`src/rtl/spiu_pkg.sv`:
```
package spiu_pkg;

  typedef enum logic [1:0] {
    LANE1 = 2'd0,
    LANE2 = 2'd1,
    LANE4 = 2'd2
  } lane_e;

  typedef enum logic [1:0] {
    MD_NORMAL = 2'b00,
    MD_CMDRD  = 2'b01,
    MD_CMDWR  = 2'b10,
    MD_USER   = 2'b11
  } mode_e;

  typedef struct packed {
    logic  quad;
    logic  dual;
    logic  stop;
    mode_e mode;
  } ctrl_t;

  localparam int STOP_BIT = 2;
  localparam int DUAL_BIT = 29;
  localparam int QUAD_BIT = 30;

  localparam ctrl_t CTRL_RESET = '{quad: 1'b0, dual: 1'b0, stop: 1'b1, mode: MD_NORMAL};

  // Four lines win over two when both flags are set.
  function automatic lane_e lanes_of(ctrl_t c);
    if (c.quad)      return LANE4;
    else if (c.dual) return LANE2;
    else             return LANE1;
  endfunction

  function automatic logic [3:0] steps_of(lane_e l);
    case (l)
      LANE4:   return 4'd2;
      LANE2:   return 4'd4;
      default: return 4'd8;
    endcase
  endfunction

  function automatic logic [31:0] ctrl_word(ctrl_t c);
    logic [31:0] w;
    w = '0;
    w[1:0]     = c.mode;
    w[STOP_BIT] = c.stop;
    w[DUAL_BIT] = c.dual;
    w[QUAD_BIT] = c.quad;
    return w;
  endfunction

  function automatic ctrl_t ctrl_from(logic [31:0] w);
    ctrl_t c;
    c.mode = mode_e'(w[1:0]);
    c.stop = w[STOP_BIT];
    c.dual = w[DUAL_BIT];
    c.quad = w[QUAD_BIT];
    return c;
  endfunction

endpackage

```
`src/rtl/spiu_regs.sv`:
```
module spiu_regs #(
  parameter int NCS    = 3,
  parameter int ADDR_W = 8
) (
  input  logic                clk,
  input  logic                rst_n,
  input  logic                wr_en,
  input  logic [ADDR_W-1:0]   addr,
  input  logic [31:0]         wdata,
  output logic [31:0]         rdata,
  output spiu_pkg::lane_e     lanes [NCS],
  output logic [NCS-1:0]      cs_n
);
  import spiu_pkg::*;

  localparam logic [ADDR_W-1:0] AW_OFS    = ADDR_W'(4);
  localparam logic [ADDR_W-1:0] CTRL_BASE = ADDR_W'(16);

  ctrl_t          ctrl_q [NCS];
  logic [NCS-1:0] wide_addr_q;

  logic unused_wdata;
  assign unused_wdata = ^{wdata[31], wdata[28:3]};

  always_ff @(posedge clk or negedge rst_n) begin
    if (!rst_n) begin
      wide_addr_q <= '0;
      for (int i = 0; i < NCS; i++) ctrl_q[i] <= CTRL_RESET;
    end else if (wr_en) begin
      if (addr == AW_OFS) wide_addr_q <= wdata[NCS-1:0];
      for (int i = 0; i < NCS; i++)
        if (addr == CTRL_BASE + ADDR_W'(4 * i)) ctrl_q[i] <= ctrl_from(wdata);
    end
  end

  always_comb begin
    rdata = '0;
    if (addr == AW_OFS) rdata[NCS-1:0] = wide_addr_q;
    for (int i = 0; i < NCS; i++)
      if (addr == CTRL_BASE + ADDR_W'(4 * i)) rdata = ctrl_word(ctrl_q[i]);
  end

  for (genvar g = 0; g < NCS; g++) begin : g_cs
    assign lanes[g] = lanes_of(ctrl_q[g]);
    assign cs_n[g]  = !((ctrl_q[g].mode == MD_USER) && !ctrl_q[g].stop);

    // writing a control word with the stop flag set releases that select.
    a_r3_stop_releases: assert property (@(posedge clk) disable iff (!rst_n)
      (wr_en && addr == CTRL_BASE + ADDR_W'(4 * g) && wdata[STOP_BIT]) |=> cs_n[g]);

    // a non-user mode code never leaves the select asserted.
    a_r3_mode_gates: assert property (@(posedge clk) disable iff (!rst_n)
      (wr_en && addr == CTRL_BASE + ADDR_W'(4 * g) && wdata[1:0] != 2'b11) |=> cs_n[g]);
  end

endmodule

```
`src/rtl/spiu_shifter.sv`:
```
module spiu_shifter #(
  parameter int HALF_DIV = 2
) (
  input  logic            clk,
  input  logic            rst_n,
  input  logic            start,
  input  logic            is_read,
  input  spiu_pkg::lane_e lanes,
  input  logic [7:0]      tx_byte,
  output logic            busy,
  output logic            done,
  output logic [7:0]      rx_byte,
  output logic            sclk,
  output logic [3:0]      io_out,
  output logic [3:0]      io_oe,
  input  logic [3:0]      io_in
);
  import spiu_pkg::*;

  localparam int CNT_W = $clog2(HALF_DIV) + 1;
  localparam logic [CNT_W-1:0] LAST = CNT_W'(HALF_DIV - 1);

  logic             busy_q, done_q, sclk_q, rd_q;
  logic [CNT_W-1:0] cnt_q;
  logic [3:0]       step_q;
  logic [7:0]       sreg_q, rx_q;
  lane_e            lanes_q;
  logic [7:0]       rx_next, sreg_next;

  always_comb begin
    case (lanes_q)
      LANE4: begin
        rx_next   = {rx_q[3:0], io_in};
        sreg_next = {sreg_q[3:0], 4'b0};
        io_out    = sreg_q[7:4];
        io_oe     = 4'b1111;
      end
      LANE2: begin
        rx_next   = {rx_q[5:0], io_in[1:0]};
        sreg_next = {sreg_q[5:0], 2'b0};
        io_out    = {2'b0, sreg_q[7:6]};
        io_oe     = 4'b0011;
      end
      default: begin
        rx_next   = {rx_q[6:0], io_in[1]};
        sreg_next = {sreg_q[6:0], 1'b0};
        io_out    = {3'b0, sreg_q[7]};
        io_oe     = 4'b0001;
      end
    endcase
    if (!busy_q || rd_q) io_oe = 4'b0000;
  end

  always_ff @(posedge clk or negedge rst_n) begin
    if (!rst_n) begin
      busy_q  <= 1'b0;
      done_q  <= 1'b0;
      sclk_q  <= 1'b0;
      rd_q    <= 1'b0;
      cnt_q   <= '0;
      step_q  <= '0;
      sreg_q  <= '0;
      rx_q    <= '0;
      lanes_q <= LANE1;
    end else begin
      done_q <= 1'b0;
      if (!busy_q) begin
        if (start) begin
          busy_q  <= 1'b1;
          sclk_q  <= 1'b0;
          cnt_q   <= '0;
          sreg_q  <= tx_byte;
          rd_q    <= is_read;
          lanes_q <= lanes;
          step_q  <= steps_of(lanes);
        end
      end else if (cnt_q == LAST) begin
        cnt_q <= '0;
        if (!sclk_q) begin
          sclk_q <= 1'b1;
          rx_q   <= rx_next;
        end else begin
          sclk_q <= 1'b0;
          sreg_q <= sreg_next;
          step_q <= step_q - 4'd1;
          if (step_q == 4'd1) begin
            busy_q <= 1'b0;
            done_q <= 1'b1;
          end
        end
      end else begin
        cnt_q <= cnt_q + CNT_W'(1);
      end
    end
  end

  assign busy    = busy_q;
  assign done    = done_q;
  assign rx_byte = rx_q;
  assign sclk    = sclk_q;

  // the serial clock rests low outside a byte.
  a_r5_idle_low: assert property (@(posedge clk) disable iff (!rst_n)
    !busy_q |-> !sclk_q);

  // a rising serial edge only happens inside a byte.
  a_r5_rise_in_byte: assert property (@(posedge clk) disable iff (!rst_n)
    $rose(sclk_q) |-> busy_q);

  // driven data holds still across the high phase.
  a_r5_data_stable: assert property (@(posedge clk) disable iff (!rst_n)
    (busy_q && sclk_q && $past(sclk_q)) |-> $stable(io_out));

  // completion is flagged with the clock back low and the engine idle.
  a_r4_done_clean: assert property (@(posedge clk) disable iff (!rst_n)
    done_q |-> (!sclk_q && !busy_q));

endmodule

```
`src/rtl/spi_user_engine.sv`:
```
module spi_user_engine #(
  parameter int NCS      = 3,
  parameter int ADDR_W   = 8,
  parameter int HALF_DIV = 2
) (
  input  logic              clk,
  input  logic              rst_n,
  input  logic              req_valid,
  output logic              req_ready,
  input  logic              req_write,
  input  logic [ADDR_W-1:0] req_addr,
  input  logic [31:0]       req_wdata,
  output logic [31:0]       rsp_rdata,
  output logic              spi_sclk,
  output logic [NCS-1:0]    spi_cs_n,
  output logic [3:0]        spi_io_out,
  output logic [3:0]        spi_io_oe,
  input  logic [3:0]        spi_io_in
);
  import spiu_pkg::*;

  localparam int CSW = (NCS > 1) ? $clog2(NCS) : 1;
  localparam logic [ADDR_W-1:0] WIN_BASE = ADDR_W'(64);

  logic            win_hit, win_active, pend_q;
  logic [CSW-1:0]  win_idx;
  logic [31:0]     reg_rdata;
  lane_e           lanes_a [NCS];
  logic            sh_start, sh_busy, sh_done;
  logic [7:0]      sh_rx;

  always_comb begin
    win_hit = 1'b0;
    win_idx = '0;
    for (int i = 0; i < NCS; i++)
      if (req_addr == WIN_BASE + ADDR_W'(4 * i)) begin
        win_hit = 1'b1;
        win_idx = CSW'(i);
      end
  end

  assign win_active = win_hit && !spi_cs_n[win_idx];

  spiu_regs #(.NCS(NCS), .ADDR_W(ADDR_W)) u_regs (
    .clk   (clk),
    .rst_n (rst_n),
    .wr_en (req_valid && req_write && !win_hit),
    .addr  (req_addr),
    .wdata (req_wdata),
    .rdata (reg_rdata),
    .lanes (lanes_a),
    .cs_n  (spi_cs_n)
  );

  assign sh_start = req_valid && win_active && !pend_q;

  spiu_shifter #(.HALF_DIV(HALF_DIV)) u_shift (
    .clk     (clk),
    .rst_n   (rst_n),
    .start   (sh_start),
    .is_read (!req_write),
    .lanes   (lanes_a[win_idx]),
    .tx_byte (req_wdata[7:0]),
    .busy    (sh_busy),
    .done    (sh_done),
    .rx_byte (sh_rx),
    .sclk    (spi_sclk),
    .io_out  (spi_io_out),
    .io_oe   (spi_io_oe),
    .io_in   (spi_io_in)
  );

  always_ff @(posedge clk or negedge rst_n) begin
    if (!rst_n)        pend_q <= 1'b0;
    else if (sh_start) pend_q <= 1'b1;
    else if (sh_done)  pend_q <= 1'b0;
  end

  assign req_ready = win_active ? sh_done : 1'b1;

  always_comb begin
    if (!win_hit)         rsp_rdata = reg_rdata;
    else if (!win_active) rsp_rdata = '0;
    else                  rsp_rdata = {24'b0, sh_rx};
  end

  // an active window access stays stalled until the byte completes.
  a_r4_stall: assert property (@(posedge clk) disable iff (!rst_n)
    (req_valid && win_active && pend_q && !sh_done) |-> !req_ready);

  // an inactive window is answered at once with no bus activity.
  a_r9_inactive_quiet: assert property (@(posedge clk) disable iff (!rst_n)
    (req_valid && win_hit && !win_active) |-> (req_ready && !sh_busy && !spi_sclk));

endmodule

```
`config.mk`:
```
export PLATFORM = sky130hd
export DESIGN_NAME = spi_user_engine
export DESIGN_NICKNAME = d
export VERILOG_FILES = /design/src/rtl/spiu_pkg.sv /design/src/rtl/spiu_regs.sv /design/src/rtl/spiu_shifter.sv /design/src/rtl/spi_user_engine.sv
export SDC_FILE = /design/constraint.sdc
export NUM_CORES = 1
export LEC_CHECK = 0
export BUFFER_PORTS_ARGS = -buffer_cell sky130_fd_sc_hd__buf_2
export CORE_MARGIN = 2
export CORE_UTILIZATION = 30
export CTS_CLUSTER_SIZE = 8
export DETAILED_ROUTE_END_ITERATION = 8
export HOLD_SLACK_MARGIN = 0.08
export PLACE_DENSITY = 0.49
export SLEW_MARGIN = 20
export SYNTH_ARGS = -nofsm -noshare
export SYNTH_HDL_FRONTEND = slang
export SYNTH_SLANG_ARGS = --single-unit
```
`constraint.sdc`:
```
create_clock -name clk -period 7.5 [get_ports clk]
set_clock_uncertainty 0.2 [all_clocks]
set_input_delay 1.5 -clock clk [delete_from_list [all_inputs] [get_ports clk]]
set_output_delay 1.5 -clock clk [all_outputs]
set_load 0.05 [all_outputs]
```
==> results.yml, run 1 <==
global_routing:
  grt_pass1_vias: 2342
  grt_pass1_wl_um: 11900
  grt_max_degree: 48
  track_usage: 0.134
  overflow: 0
  antenna_found_initial: 0
final_layout:
  finalNetCount: 415
  fin_area_um2: 3360
  final_layout_size_suffix_gt1_frac: 0.271
  area_growth_pct: 10.4
  diodes: 0
  register_area_um2: 1180
  fill_cells: 1054
  multi_input_area_um2: 1640
cts:
  cts_hold_buf: 0
  ctsRootBufferMaster: "clkbuf_8"
  clockBufferDepth: 2
  clock_latency_ns: 0.31
  clock_sinks: 47
  cts_setup_buffers: 0
  numCtsBuffers: 5
  cts_resized: 0
  cts_tree: "built"
  cts.clk_slew.worst_paths_ns: 0.08
  htreeDepth: 2
routing:
  drcViolationCount: 0
  drt-total-wl_um: 7100
  viasPerCell: 4.80
  wire_per_inst_um: 14.3
  drt_iter0_markers: 91
  dr_total_vias: 2376
  firstDrtPassIters: 4
  drtAntennaViolNets: 0
placed_design:
  dpl_cell_area_um2: 3280
  dp_slack_ns: 2.06
  hpwlAfterDp_um: 5160
  place.gp.congestion: 0.809
  portBuffers: 48
run:
  drv_cap: 0
yosys:
  yosysSeqAreaShare: 0.388
  synthCells: 323
  yosys_warnings: 0
  synth_top_area_share: 0.362
  synth_cell_types: 47
  synthFlopType: "dfrtp_1"
  syn_avg_cell_area_um2: 9.42
  ys_ff_latch: 47
  synth_edf_count: 0
  synth.area.top_cells: "dfrtp_1 (36%), mux2_2 (7.8%), buf_4 (5.9%)"
  syn_area_um2: 3040
  yosys.area.top_type: "dfrtp_1"
  async_reset_ff_frac: 1.00
critical_path:
  cp-end-kind: "output port"
  arrival_ns: 3.74
  path_max_fanout: 15
  crit_path_max_incr_delay_ns: 0.73
  crit_chain: "buf_2 > or4b_1 > a2111oi_4 > and3_2 > nand2_1 > nand3_1 > buf_2"
  start_kind: "primary input"
  slowest_stage: "or4b_1"
  critPathRequiredTime_ns: 5.80
  crit_path_frequent_cell: "buf_2"
  cp.depth: 7
  cp_top_family: "simple AND/OR/NAND/NOR gates"
  worstRegToRegCells: 6
  worstSetupPathType: "primary input to output port"
  crit_buf_inv: 2
power:
  power_density_nw_per_um2: 143
  total_power_uw: 479
  vdd_drop_max_uv: 64.3
  p_leak_nw: 1.51
timing:
  relSlewSlack: 0.429
  min_period_ns: 5.44
  fin_hold_ws_ns: 0.276
  layout_setup_ws_ns: 2.06
  rsz0062_at_grt: "false"
  min_period_over_period: 0.725
  setup_violations: 0
  max_freq_mhz: 184
  setup_tns_ns: 0
  worst_slew_pin_slew_ns: 0.856
  slew_violations: 0
  finalHoldViolCount: 0
floorplanning:
  coreArea_um2: 9820
  rows: 36
  start_util: 0.310
  die_width_um: 105
  die_area_um2: 11000
  die_y_um: 105
  ios: 93
worst_hold_path:
  hp-class: "flip-flop to flip-flop"
  holdPathStages: 1
outcome:
  status: "finished, final reports clean"
## path summary, 6_finish.rpt
| path | start | end | slack [ns] |
|---|---|---|---|
| worst max-delay path | req_addr[4] | rsp_rdata[2] | 2.06 |
| worst min-delay path | u_shift.done$_DFF_PN0_ | pend_q$_DFFE_PN0P_ | 0.28 |
| worst max register to register | u_shift.lanes_q[0]$_DFFE_PN0P_ | u_shift.sreg_q[3]$_DFFE_PN0P_ | 5.12 |
| worst min register to register | u_shift.done$_DFF_PN0_ | pend_q$_DFFE_PN0P_ | 0.28 |
| max in group asynchronous | rst_n | u_regs.ctrl_q[1]$_DFFE_PN0P_ | 5.58 |
| min in group asynchronous | rst_n | u_shift.sreg_q[0]$_DFFE_PN0P_ | 1.09 |
## Yosys cell counts (3+ instances only)
cell type	n
a21oi_1	20
a22oi_1	17
a31oi_1	3
and2_1	6
buf_4	24
clkbuf_1	13
dfrtp_1	44
dfstp_2	3
ha_1	6
inv_1	10
mux2_2	21
mux2_4	7
nand2_1	36
nand3_1	13
nand3b_1	3
nor2_1	19
nor2_2	3
nor2b_1	5
nor4_1	3
nor4b_1	6
o211ai_1	3
o21ai_0	23
o21ai_1	3
## final cells by class
type / count / share of cell area
well taps: 133 / 0.0496
flip-flops and latches: 47 / 0.351
clock buffers: 8 / 0.0238
multi-input cells: 246 / 0.487
repair buffers: 50 / 0.0760
inverters: 11 / 0.0123
## state kept, by name, summed over array words and instances (netlist names), 2 cells and up
| register | flops |
|---|---|
| u_regs.ctrl_q | 15 |
| u_regs.wide_addr_q | 3 |
| u_shift.cnt_q | 2 |
| u_shift.lanes_q | 2 |
| u_shift.rx_byte | 8 |
| u_shift.sreg_q | 8 |
| u_shift.step_q | 4 |
## power breakdown
group	internal [mW]	switching, mW	total (mW)
clock network	0.0665	0.0870	0.153
logic	0.0150	0.0458	0.0608
registers	0.259	0.00535	0.264
total	0.340	0.138	0.479
## cell families after synthesis
group,Yosys count,share of synthesized area
DFF,47,0.388
and+or+nand+nor,114,0.215
other,1,0.00123
AOI/OAI and AO/OA,73,0.148
muxes,30,0.120
adders and majority gates,6,0.0247
xor gates and xnor gates,1,0.00288
buffers and inverters,51,0.101
## cells in the final DEF, fill, tap and decap left out, drive strengths merged, types with 13 or more instances in the layout
master / synthesis / layout
conb: 1 / 22
o21ai: 26 / 26
nand2: 37 / 37
nand3: 13 / 13
a21oi: 20 / 20
nor2: 22 / 22
mux2: 30 / 30
dfrtp: 44 / 44
buf: 26 / 50
a22oi: 17 / 17
## metrics by stage
| stage | instances | util |
|---|---|---|
| floorplan | 344 | - |
| global placement | 487 | 0.334 |
| detailed placement | 487 | 0.334 |
| CTS | 495 | 0.342 |
| global route | 495 | 0.342 |
| finish | 495 | 0.342 |
## per-layer routing
metal / wire length [um] / global-route usage
met4: 82 / 0.0371
met5: 0 / 0
met3: 225 / 0.0250
met1: 3390 / 0.180
met2: 3400 / 0.223
## worst reg2reg max path, delay by kind of cell (launching register included)
| family | cells | cell delay [ns] |
|---|---|---|
| AND/OR/NAND/NOR | 2 | 0.20 |
| AO/OA/AOI/OAI | 1 | 0.32 |
| multiplexers | 1 | 0.25 |
| buffers and inverters | 1 | 0.06 |
| adder cells (fa/ha/maj) | 1 | 0.85 |
| flip-flops | 1 | 0.39 |
(Power assumes the default switching activity.)
==> run 2, diff against run 1 <==
ABC_AREA = 1   (was default)
PLACE_DENSITY = 0.5   (was 0.49)
clock period = 5.7 ns   (was 7.5 ns; I/O delays follow)
==> run 2 against run 1 <==
- die area fell by 1.7%
- final cell count up 18%
- count of clock-buffer cells in the layout unchanged
- sequential power increased by 30%
- flip-flop and latch count did not move
- sequential share of layout area barely moved
- largest power group unchanged
- critical path depth up 5
- first-iteration DRC count unchanged
- synthesized cell count is 25% higher
- via count increased by 11%
- routed wire length up 1.6%
==> results.yml, run 2 <==
power:
  vdd_drop_max_uv: 71.3
  p_leak_nw: 1.70
  p_int_uw: 466
  clock_power_share: 0.349
  switching_share: 0.276
  power_density_nw_per_um2: 191
  pwr-share-comb: 0.116
  seqPwrFrac: 0.535
  power_switching_uw: 177
critical_path:
  reg2reg_from: "u_shift.busy$_DFF_PN0_"
  crit_path_max_incr_delay_ns: 0.24
  r2r_slack_ns: 3.44
  slowest_stage: "nand2_1"
  cp_top_family: "simple AND/OR/NAND/NOR gates"
  path_max_fanout: 7
  start_kind: "primary input"
  crit_chain: "buf_2 > inv_2 > nand2_2 > nor2_8 > nand2_2 > nand2_1 > nand3_2 > nand2_1 > inv_1 > nand2_1 > nand4_1 > buf_2"
  cp-end-kind: "output port"
  crit_path_frequent_cell: "nand2_1"
  crit_buf_inv: 4
  arrival_ns: 2.57
  cp-startpoint: "req_addr[7]"
  critPathRequiredTime_ns: 4.36
  worstSetupPathType: "primary input to output port"
yosys:
  ys_ff_latch: 47
  syn_avg_cell_area_um2: 7.40
  synth.area.top_cells: "dfrtp_1 (37%), nand2_1 (13%), o21ai_0 (6.5%)"
  yosysMostFrequentCell: "nand2_1"
  synthFlopType: "dfrtp_1"
  synth_edf_count: 0
  async_reset_ff_frac: 1.00
  synthCells: 404
  yosys.area.top_type: "dfrtp_1"
  syn_area_um2: 2990
  synthTopCellsByCount: "nand2_1 (106), inv_1 (49), dfrtp_1 (44), o21ai_0 (39), nor2_1 (27)"
  yosysSeqAreaShare: 0.395
  yosys_warnings: 0
  synth_cell_types: 38
  synth_top_area_share: 0.368
final_layout:
  area_growth_pct: 12.4
  fill_cells: 1089
  final_layout_size_suffix_gt1_frac: 0.198
  mostFrequentLayoutCells: "nand2_1 (106), inv_1 (49), buf_2 (48)"
  register_area_um2: 1180
  largest_reg_flops: 15
  multi_input_area_um2: 1450
  diodes: 0
  instances_no_fill: 583
  finalNetCount: 503
  regMostFlops: "u_regs.ctrl_q"
  final_common_cell: "nand2_1"
placed_design:
  place.gp.congestion: 0.814
  place_inst: 575
  portBuffers: 48
  hpwlAfterDp_um: 5430
worst_hold_path:
  hp-class: "flip-flop to flip-flop"
  hold_start: "u_shift.done$_DFF_PN0_"
floorplanning:
  die_area_um2: 10800
  rows: 36
  ios: 93
  die_width_um: 104
  die_y_um: 104
  start_util: 0.307
  coreArea_um2: 9730
cts:
  cts_setup_buffers: 0
  cts_resized: 0
  htreeDepth: 2
  clock_latency_ns: 0.31
  clock_sinks: 47
  ctsRootBufferMaster: "clkbuf_8"
  numCtsBuffers: 5
  cts_hold_buf: 0
  cts.clk_slew.worst_paths_ns: 0.08
  clockBufferDepth: 2
  cts_tree: "built"
global_routing:
  grt_pass1_vias: 2535
  grt_pass1_wl_um: 12400
  grt_max_degree: 48
  track_usage: 0.140
  overflow: 0
  antenna_found_initial: 0
routing:
  drcViolationCount: 0
  drt_iter0_markers: 91
  drtAntennaViolNets: 0
  viasPerCell: 4.51
  dr_total_vias: 2629
  wire_per_inst_um: 12.4
  drt-total-wl_um: 7210
  firstDrtPassIters: 4
timing:
  rsz0062_at_grt: "false"
  setup_tns_ns: 0
  relSlewSlack: 0.369
  min_period_over_period: 0.687
  slew_violations: 0
  min_period_ns: 3.91
  finalHoldViolCount: 0
  setup_violations: 0
  max_freq_mhz: 255
  worst_slew_pin_slew_ns: 0.943
outcome:
  status: "finished, final reports clean"
run:
  drv_cap: 0
## run 2: cell count changes in the layout (fill, tap and decap cells not counted), sizes merged, moves of 6 or more
cell / change
mux2: -30
nand3: +15
nor4b: -6
a22oi: -13
nor2: +10
and2: -6
o21ai: +22
nand2: +79
inv: +45
a21oi: -14
## run 2: layout make-up
| class | instances | share of cell area |
|---|---|---|
| clock buffers | 8 | 0.0298 |
| inverters | 57 | 0.0637 |
| multi-input cells | 289 | 0.432 |
| flip-flops and latches | 47 | 0.351 |
| well taps | 133 | 0.0495 |
| repair buffers | 49 | 0.0737 |
## run 2: worst reg2reg max path: stages, from the launching register on
cell	delay [ns]
dfrtp_1	0.58
nand2_1	0.12
nor2_1	0.15
inv_1	0.07
nor2_1	0.71
o21ai_0	0.22
o21ai_0	0.12
## run 2: routing by layer
layer	routed length, um	vias to the layer above	GRT usage
met5	0	-	0
li1	-	1335	-
met3	270	6	0.0258
met1	3430	1230	0.186
met4	90	0	0.0434
met2	3420	58	0.231
## run 2: cell families after synthesis
group,after synthesis,share of synthesized area
simple gates,191,0.302
fa+ha+maj,6,0.0251
flops,47,0.395
xor+xnor,1,0.00293
compound gates,69,0.128
buf+inv,89,0.146
other cells,1,0.00125
## run 2: power groups by stage
stage,Clock [mW],Combinational [mW],Sequential [mW]
2_1_floorplan,0,0.0645,0.349
3_3_place_gp,0,0.0751,0.350
3_5_place_dp,0,0.0756,0.350
4_1_cts,0.233,0.0758,0.344
5_1_grt,0.245,0.0818,0.345
6_report,0.224,0.0747,0.344
## run 2: metrics by stage
| stage | hold WS, ns | power (mW) | setup WS (ns) | util | cell area [um^2] |
|---|---|---|---|---|---|
| detailed placement | 0.253 | 0.426 | 1.75 | 0.335 | 3260 |
| finish | 0.260 | 0.643 | 1.79 | 0.345 | 3360 |
| global route | 0.303 | 0.671 | 1.62 | 0.345 | 3360 |
| floorplan | 0.217 | 0.414 | 1.88 | - | 3070 |
| CTS | 0.269 | 0.653 | 1.75 | 0.345 | 3360 |
| global placement | 0.244 | 0.425 | 1.75 | 0.335 | 3260 |
## run 2: final timing paths
kind | end | cells past startpoint
setup / recovery | rsp_rdata[1] | 12
hold / removal | pend_q$_DFFE_PN0P_ | 1
setup reg to reg | u_shift.rx_byte[7]$_DFFE_PN0P_ | 6
hold reg to reg | pend_q$_DFFE_PN0P_ | 1
max in group asynchronous | u_regs.ctrl_q[3]$_DFFE_PN0P_ | 2
min in group asynchronous | u_shift.sreg_q[4]$_DFFE_PN0P_ | 2
